File: config.mk
export PLATFORM = sky130hd
export DESIGN_NAME = fifo_rd_stage
export DESIGN_NICKNAME = d
export VERILOG_FILES = /design/src/rtl/frs_pkg.sv /design/src/rtl/frs_store.sv /design/src/rtl/frs_ctrl.sv /design/src/rtl/frs_outreg.sv /design/src/rtl/fifo_rd_stage.sv
export SDC_FILE = /design/constraint.sdc
export NUM_CORES = 1
export LEC_CHECK = 0
export ABC_AREA = 1
export BUFFER_PORTS_ARGS = -buffer_cell sky130_fd_sc_hd__buf_2
export CORE_MARGIN = 1
export CORE_UTILIZATION = 50
export CTS_CLUSTER_DIAMETER = 150
export DETAILED_ROUTE_END_ITERATION = 8
export GPL_TIMING_DRIVEN = 0
export HOLD_SLACK_MARGIN = 0.1
export PLACE_DENSITY = 0.74
export SETUP_SLACK_MARGIN = 0.15
export SLEW_MARGIN = 20
export SYNTH_ARGS = -nofsm -noshare
export SYNTH_HDL_FRONTEND = slang
export SYNTH_SLANG_ARGS = --single-unit
File: constraint.sdc
create_clock -name clk -period 3.3 [get_ports clk]
set_clock_uncertainty 0.15 [all_clocks]
set_input_delay 0.99 -clock clk [delete_from_list [all_inputs] [get_ports clk]]
set_output_delay 0.99 -clock clk [all_outputs]
set_load 0.01 [all_outputs]
File: src/rtl/frs_pkg.sv
package frs_pkg;

    typedef enum logic [1:0] {
        ST_STD      = 2'd0,
        ST_FT_EMPTY = 2'd1,
        ST_FT_SHOW  = 2'd2
    } frs_state_e;

    function automatic frs_state_e frs_reset_state(input logic ft_mode);
        return ft_mode ? ST_FT_EMPTY : ST_STD;
    endfunction

endpackage

File: src/rtl/frs_store.sv
module frs_store #(
    parameter int WIDTH = 10,
    parameter int DEPTH = 8
) (
    input  logic             clk,
    input  logic             rst_n,
    input  logic             push_i,
    input  logic [WIDTH-1:0] push_data_i,
    input  logic             pop_i,
    output logic [WIDTH-1:0] head_o,
    output logic             empty_o,
    output logic             full_o
);
    localparam int AW = (DEPTH > 1) ? $clog2(DEPTH) : 1;
    localparam int CW = $clog2(DEPTH + 1);
    localparam logic [AW-1:0] LAST = AW'(DEPTH - 1);
    localparam logic [CW-1:0] CAP  = CW'(DEPTH);

    logic [WIDTH-1:0] mem [DEPTH];
    logic [AW-1:0]    wptr_q, rptr_q;
    logic [CW-1:0]    count_q;
    logic             do_push;

    assign empty_o = (count_q == '0);
    assign full_o  = (count_q == CAP);
    assign head_o  = mem[rptr_q];
    assign do_push = push_i && !full_o;

    always_ff @(posedge clk) begin
        if (do_push) begin
            mem[wptr_q] <= push_data_i;
        end
    end

    always_ff @(posedge clk) begin
        if (!rst_n) begin
            wptr_q  <= '0;
            rptr_q  <= '0;
            count_q <= '0;
        end else begin
            if (do_push) begin
                wptr_q <= (wptr_q == LAST) ? '0 : wptr_q + 1'b1;
            end
            if (pop_i) begin
                rptr_q <= (rptr_q == LAST) ? '0 : rptr_q + 1'b1;
            end
            unique case ({do_push, pop_i})
                2'b10:   count_q <= count_q + 1'b1;
                2'b01:   count_q <= count_q - 1'b1;
                default: count_q <= count_q;
            endcase
        end
    end

    AST_NO_UNDERFLOW: assert property (@(posedge clk) disable iff (!rst_n)
        pop_i |-> (count_q != '0));
    AST_NO_OVERFLOW: assert property (@(posedge clk) disable iff (!rst_n)
        full_o && !pop_i |=> (count_q == CAP));

endmodule

File: src/rtl/frs_ctrl.sv
module frs_ctrl
    import frs_pkg::*;
(
    input  logic clk,
    input  logic rst_n,
    input  logic ft_mode_i,
    input  logic rd_req_i,
    input  logic st_empty_i,
    input  logic st_full_i,
    output logic pop_o,
    output logic load_o,
    output logic rd_flag_o,
    output logic wr_flag_o,
    output logic std_mode_o
);
    frs_state_e state_q, state_d;

    always_ff @(posedge clk) begin
        if (!rst_n) begin
            state_q <= frs_reset_state(ft_mode_i);
        end else begin
            state_q <= state_d;
        end
    end

    always_comb begin
        state_d = state_q;
        unique case (state_q)
            ST_STD: begin
                state_d = ST_STD;
            end
            ST_FT_EMPTY: begin
                if (!st_empty_i) begin
                    state_d = ST_FT_SHOW;
                end
            end
            ST_FT_SHOW: begin
                if (rd_req_i && st_empty_i) begin
                    state_d = ST_FT_EMPTY;
                end
            end
            default: state_d = ST_STD;
        endcase
    end

    always_comb begin
        pop_o      = 1'b0;
        load_o     = 1'b0;
        rd_flag_o  = 1'b0;
        wr_flag_o  = 1'b0;
        std_mode_o = 1'b0;
        unique case (state_q)
            ST_STD: begin
                pop_o      = rd_req_i && !st_empty_i;
                load_o     = rd_req_i && !st_empty_i;
                rd_flag_o  = st_empty_i;
                wr_flag_o  = st_full_i;
                std_mode_o = 1'b1;
            end
            ST_FT_EMPTY: begin
                pop_o     = !st_empty_i;
                load_o    = !st_empty_i;
                rd_flag_o = 1'b0;
                wr_flag_o = !st_full_i;
            end
            ST_FT_SHOW: begin
                pop_o     = rd_req_i && !st_empty_i;
                load_o    = rd_req_i && !st_empty_i;
                rd_flag_o = 1'b1;
                wr_flag_o = !st_full_i;
            end
            default: begin
                std_mode_o = 1'b1;
            end
        endcase
    end

    AST_MODE_STD_FIXED: assert property (@(posedge clk) disable iff (!rst_n)
        (state_q == ST_STD) |=> (state_q == ST_STD));
    AST_MODE_FT_FIXED: assert property (@(posedge clk) disable iff (!rst_n)
        (state_q != ST_STD) |=> (state_q != ST_STD));
    AST_FT_WORD_KEPT: assert property (@(posedge clk) disable iff (!rst_n)
        (state_q == ST_FT_SHOW) && !rd_req_i |=> (state_q == ST_FT_SHOW));
    AST_FT_FILL: assert property (@(posedge clk) disable iff (!rst_n)
        (state_q == ST_FT_EMPTY) && !st_empty_i |=> rd_flag_o);

endmodule

File: src/rtl/frs_outreg.sv
module frs_outreg #(
    parameter int WIDTH = 10
) (
    input  logic             clk,
    input  logic             rst_n,
    input  logic             load_i,
    input  logic [WIDTH-1:0] word_i,
    input  logic             sel_i,
    output logic [WIDTH-1:0] data_o,
    output logic             oe_o
);
    logic [WIDTH-1:0] data_q;
    logic             oe_q;

    always_ff @(posedge clk) begin
        if (!rst_n) begin
            data_q <= '0;
            oe_q   <= 1'b0;
        end else begin
            oe_q <= sel_i;
            if (load_i) begin
                data_q <= word_i;
            end
        end
    end

    assign data_o = data_q;
    assign oe_o   = oe_q;

    AST_DATA_HOLD: assert property (@(posedge clk) disable iff (!rst_n)
        !load_i |=> $stable(data_q));

endmodule

File: src/rtl/fifo_rd_stage.sv
module fifo_rd_stage #(
    parameter int WIDTH      = 10,
    parameter int DEPTH      = 8,
    parameter bit FT_SUPPORT = 1'b1
) (
    input  logic             clk,
    input  logic             rst_n,
    input  logic             fwft_sel_i,
    input  logic             rd_ddr_i,
    input  logic             wr_en_i,
    input  logic [WIDTH-1:0] wr_data_i,
    input  logic             rd_en_i,
    input  logic             rd_sel_i,
    output logic [WIDTH-1:0] rd_data_o,
    output logic             rd_oe_o,
    output logic             rd_flag_o,
    output logic             wr_flag_o
);
    logic             ft_mode;
    logic             rd_req;
    logic             pop, load;
    logic             st_empty, st_full;
    logic             std_mode;
    logic [WIDTH-1:0] head;

    generate
        if (FT_SUPPORT) begin : g_mode_ft
            assign ft_mode = fwft_sel_i && !rd_ddr_i;
        end else begin : g_mode_std
            assign ft_mode = 1'b0;
        end
    endgenerate

    assign rd_req = rd_en_i && rd_sel_i;

    frs_store #(
        .WIDTH (WIDTH),
        .DEPTH (DEPTH)
    ) u_store (
        .clk         (clk),
        .rst_n       (rst_n),
        .push_i      (wr_en_i),
        .push_data_i (wr_data_i),
        .pop_i       (pop),
        .head_o      (head),
        .empty_o     (st_empty),
        .full_o      (st_full)
    );

    frs_ctrl u_ctrl (
        .clk        (clk),
        .rst_n      (rst_n),
        .ft_mode_i  (ft_mode),
        .rd_req_i   (rd_req),
        .st_empty_i (st_empty),
        .st_full_i  (st_full),
        .pop_o      (pop),
        .load_o     (load),
        .rd_flag_o  (rd_flag_o),
        .wr_flag_o  (wr_flag_o),
        .std_mode_o (std_mode)
    );

    frs_outreg #(
        .WIDTH (WIDTH)
    ) u_out (
        .clk    (clk),
        .rst_n  (rst_n),
        .load_i (load),
        .word_i (head),
        .sel_i  (rd_sel_i),
        .data_o (rd_data_o),
        .oe_o   (rd_oe_o)
    );

    AST_CS_BLOCKS_READ: assert property (@(posedge clk) disable iff (!rst_n)
        std_mode && !rd_sel_i |=> $stable(rd_data_o));
    AST_STD_EMPTY_NO_LOAD: assert property (@(posedge clk) disable iff (!rst_n)
        std_mode && rd_flag_o |=> $stable(rd_data_o));

endmodule

==> results.cfg <==
[min_path]
holdCritStartpoint = u_out.data_o[2]$_SDFFE_PN0P_
holdPathEnd = u_out.data_o[2]$_SDFFE_PN0P_
holdPathStages = 2
hp-class = register to register

[power_and_ir_drop]
p_total_uw = 3870
p_per_area_nw_per_um2 = 771
pwr-share-clk_pct = 18.1
power_frac_seq_pct = 42.7
leakage_uw = 0.00222
p_sw_share_pct = 39.0
p_switching_uw = 1510
vdd_ir_drop_max_uv = 361
p_int_uw = 2360
pwr-share-comb_pct = 39.2

[drt]
viasPerCell = 5.15
wl_per_cell_um = 15.1
vias = 3194
drc_errors = 6
ant_nets = 0
drtPass1Iterations = 7
drt_iter0_drc = 294
finalWirelength_mm = 9.37

[clocking]
cts_tree = yes
h-tree-depth = 3
cts_hold_buf = 0
post_cts_buffers = 0
clock_tree.root_cell = clkbuf_8
post_cts_resized = 0
clockBufferDepth = 2
clock-sinks = 103
path_clk_slew_ns = 0.09
numCtsBuffers = 9
clock_latency_ns = 0.37

[sta]
maxSlewHeadroom_pct = 31.8
slew_violations = 0
period_share_pct = 82.4
fmax_mhz = 368
worst_slew_pin_slew_ns = 1.02
setup_viol = 0
tns_ns = 0
fin_crit_ns = 2.72
rsz0062_at_grt = false
hold_viol = 0

[synth]
syn-cell-area_um2 = 4580
synth-async-reset-ratio_pct = 0
synth_nets = 496
synth_top_flop_cell = edfxtp_1
yosysSeqAreaShare_pct = 63.0
yosys.area.top_type = edfxtp_1
synth_edf_count = 82
syn_area_per_cell_um2 = 9.81
yosys_warnings = 0
synthTopCellsByArea = edfxtp_1 54%, nand2_1 10%, dfxtp_1 9.2%, nand3_1 6.9%, inv_1 6.5%
ys_types = 27
ys_ff_latch = 103
synth_top_area_share_pct = 53.8
syn_inst = 467

[floorplanning]
boundaryPins = 30
die_h_um = 97.7
design.core.area_um2 = 8810
num_rows = 34
initial_core_util_pct = 52.0
dieArea_um2 = 9550
die_x_um = 97.7

[final_layout]
mostFrequentLayoutCells = 128 x nand2_1, 82 x edfxtp_1, 79 x inv_1
drive_gt1_share_pct = 12.5
diodes = 0
final_cell_area_um2 = 5020
final_common_cell = nand2_1
area_growth_pct = 9.73
layout.nets = 536

[worst_setup_path]
r2r_end = u_store.count_q[3]$_SDFFE_PN0P_
cp-start-kind = register
cp_max_fo = 10
crit_type = register to register
r2r_cells = 15
crit_path_end_kind = register
reg2reg_from = u_ctrl.state_q[0]$_DFFE_PP_
worstPathRequired_ns = 3.46
worstPathArrival_ns = 2.88
regToRegSetupSlack_ns = 0.58

[run_status]
status = finished, violations left
violations = design-rule violations

[placed_design]
place_congestion = 0.860
numPortBuffers = 29
place_hpwl_mm = 6.37
placement.cell_area_um2 = 4860

[global_routing]
grt_first_pass_wirelength_mm = 15.2
grt_overflow = 0
grt_max_degree = 17
antenna_found_initial = 0
grt_pass1_vias = 3109
grt_usage_pct = 21.2

[job]
cap_violations = 0
kinds of logic (layout without fill, tap and decap cells):
family | after synthesis | count (layout) | synth area share (%)
XOR/XNOR | 2 | 2 | 0.383
flip-flops | 103 | 103 | 63.0
buffers and inverters | 100 | 145 | 8.83
AO/OA/AOI/OAI | 26 | 26 | 2.92
AND/OR/NAND/NOR | 223 | 223 | 21.2
adder cells (fa/ha/maj) | 12 | 12 | 3.44
multiplexers | 1 | 1 | 0.246
metal layers:
| layer | routed length [um] | GRT usage [%] | vias to the layer above | share of wire, % |
|---|---|---|---|---|
| met3 | 822 | 3.88 | 18 | 8.8 |
| met4 | 137 | 10.1 | 0 | 1.5 |
| li1 | - | - | 1576 | - |
| met5 | 0 | 0 | - | 0 |
| met1 | 4060 | 28.6 | 1461 | 43 |
| met2 | 4340 | 33.5 | 139 | 46 |
power by group through the flow:
stage | clock network (uW) | registers (uW) | logic, uW
2_1_floorplan | 0 | 1690 | 1050
3_3_place_gp | 0 | 1670 | 1440
3_5_place_dp | 0 | 1680 | 1500
4_1_cts | 702 | 1650 | 1510
5_1_grt | 752 | 1670 | 1700
6_report | 701 | 1650 | 1520
synth_stat cells (2+ instances only):
| cell type | instances |
|---|---|
| inv_1 | 79 |
| buf_1 | 2 |
| nor2_1 | 23 |
| dfxtp_1 | 21 |
| nand2_4 | 2 |
| buf_2 | 8 |
| inv_2 | 2 |
| ha_1 | 11 |
| nor2_4 | 2 |
| clkbuf_1 | 5 |
| o21ai_0 | 9 |
| nand3_1 | 63 |
| a21oi_1 | 16 |
| buf_6 | 2 |
| xnor2_1 | 2 |
| edfxtp_1 | 82 |
| nand2_1 | 128 |
critical path: stages, from the launching register on:
cell and delay, ns:
edfxtp_1 0.43, inv_1 0.11, ha_1 0.20, nor2_1 0.06, nor2_1 0.17, nor2_4 0.07, nor2_8 0.14, buf_6 0.17
ha_1 0.26, ha_1 0.28, or2_2 0.29, nand2_1 0.07, nand2_1 0.05, nand2_1 0.06, nand2_1 0.04, a21oi_1 0.11
metrics by stage:
| stage | std cells | util (%) | worst slack (ns) | hold WS, ns |
|---|---|---|---|---|
| after global routing | 620 | 57.1 | 0.405 | 0.330 |
| after detailed placement | 604 | 55.2 | 0.200 | 0.304 |
| final | 620 | 57.1 | 0.580 | 0.315 |
| after global placement | 604 | 55.2 | 0.261 | 0.299 |
| after CTS | 620 | 57.1 | 0.566 | 0.318 |
| after floorplan | 467 | - | 0.516 | 0.335 |
layout make-up:
| cell class | instances | area, um^2 |
|---|---|---|
| inverters | 82 | 308 |
| clock inverters | 6 | 37.5 |
| fillers | 761 | 3780 |
| clock buffers | 10 | 128 |
| repair buffers | 29 | 145 |
| plain buffers | 18 | 96.3 |
| flip-flops and latches | 103 | 2880 |
| well taps | 108 | 135 |
| multi-input cells | 264 | 1290 |
sequential cells by signal (all words and copies together) (netlist names):
name / count
u_store.mem: 80
u_store.wptr_q: 3
u_out.oe_o: 1
u_ctrl.state_q: 2
u_store.rptr_q: 3
u_out.data_o: 10
u_store.count_q: 4
worst max-delay path by stage:
stage	start	to	slack [ns]	depth (start not counted)
floorplan	rd_en_i	u_store.count_q[3]$_SDFFE_PN0P_	0.52	13
global placement	rd_sel_i	u_store.count_q[3]$_SDFFE_PN0P_	0.26	14
detailed placement	rd_sel_i	u_store.count_q[3]$_SDFFE_PN0P_	0.20	14
CTS	u_ctrl.state_q[0]$_DFFE_PP_	u_store.count_q[3]$_SDFFE_PN0P_	0.57	15
global route	u_ctrl.state_q[0]$_DFFE_PP_	u_store.count_q[3]$_SDFFE_PN0P_	0.41	15
finish	u_ctrl.state_q[0]$_DFFE_PP_	u_store.count_q[3]$_SDFFE_PN0P_	0.58	15
Power figures use the tool's default switching activity.
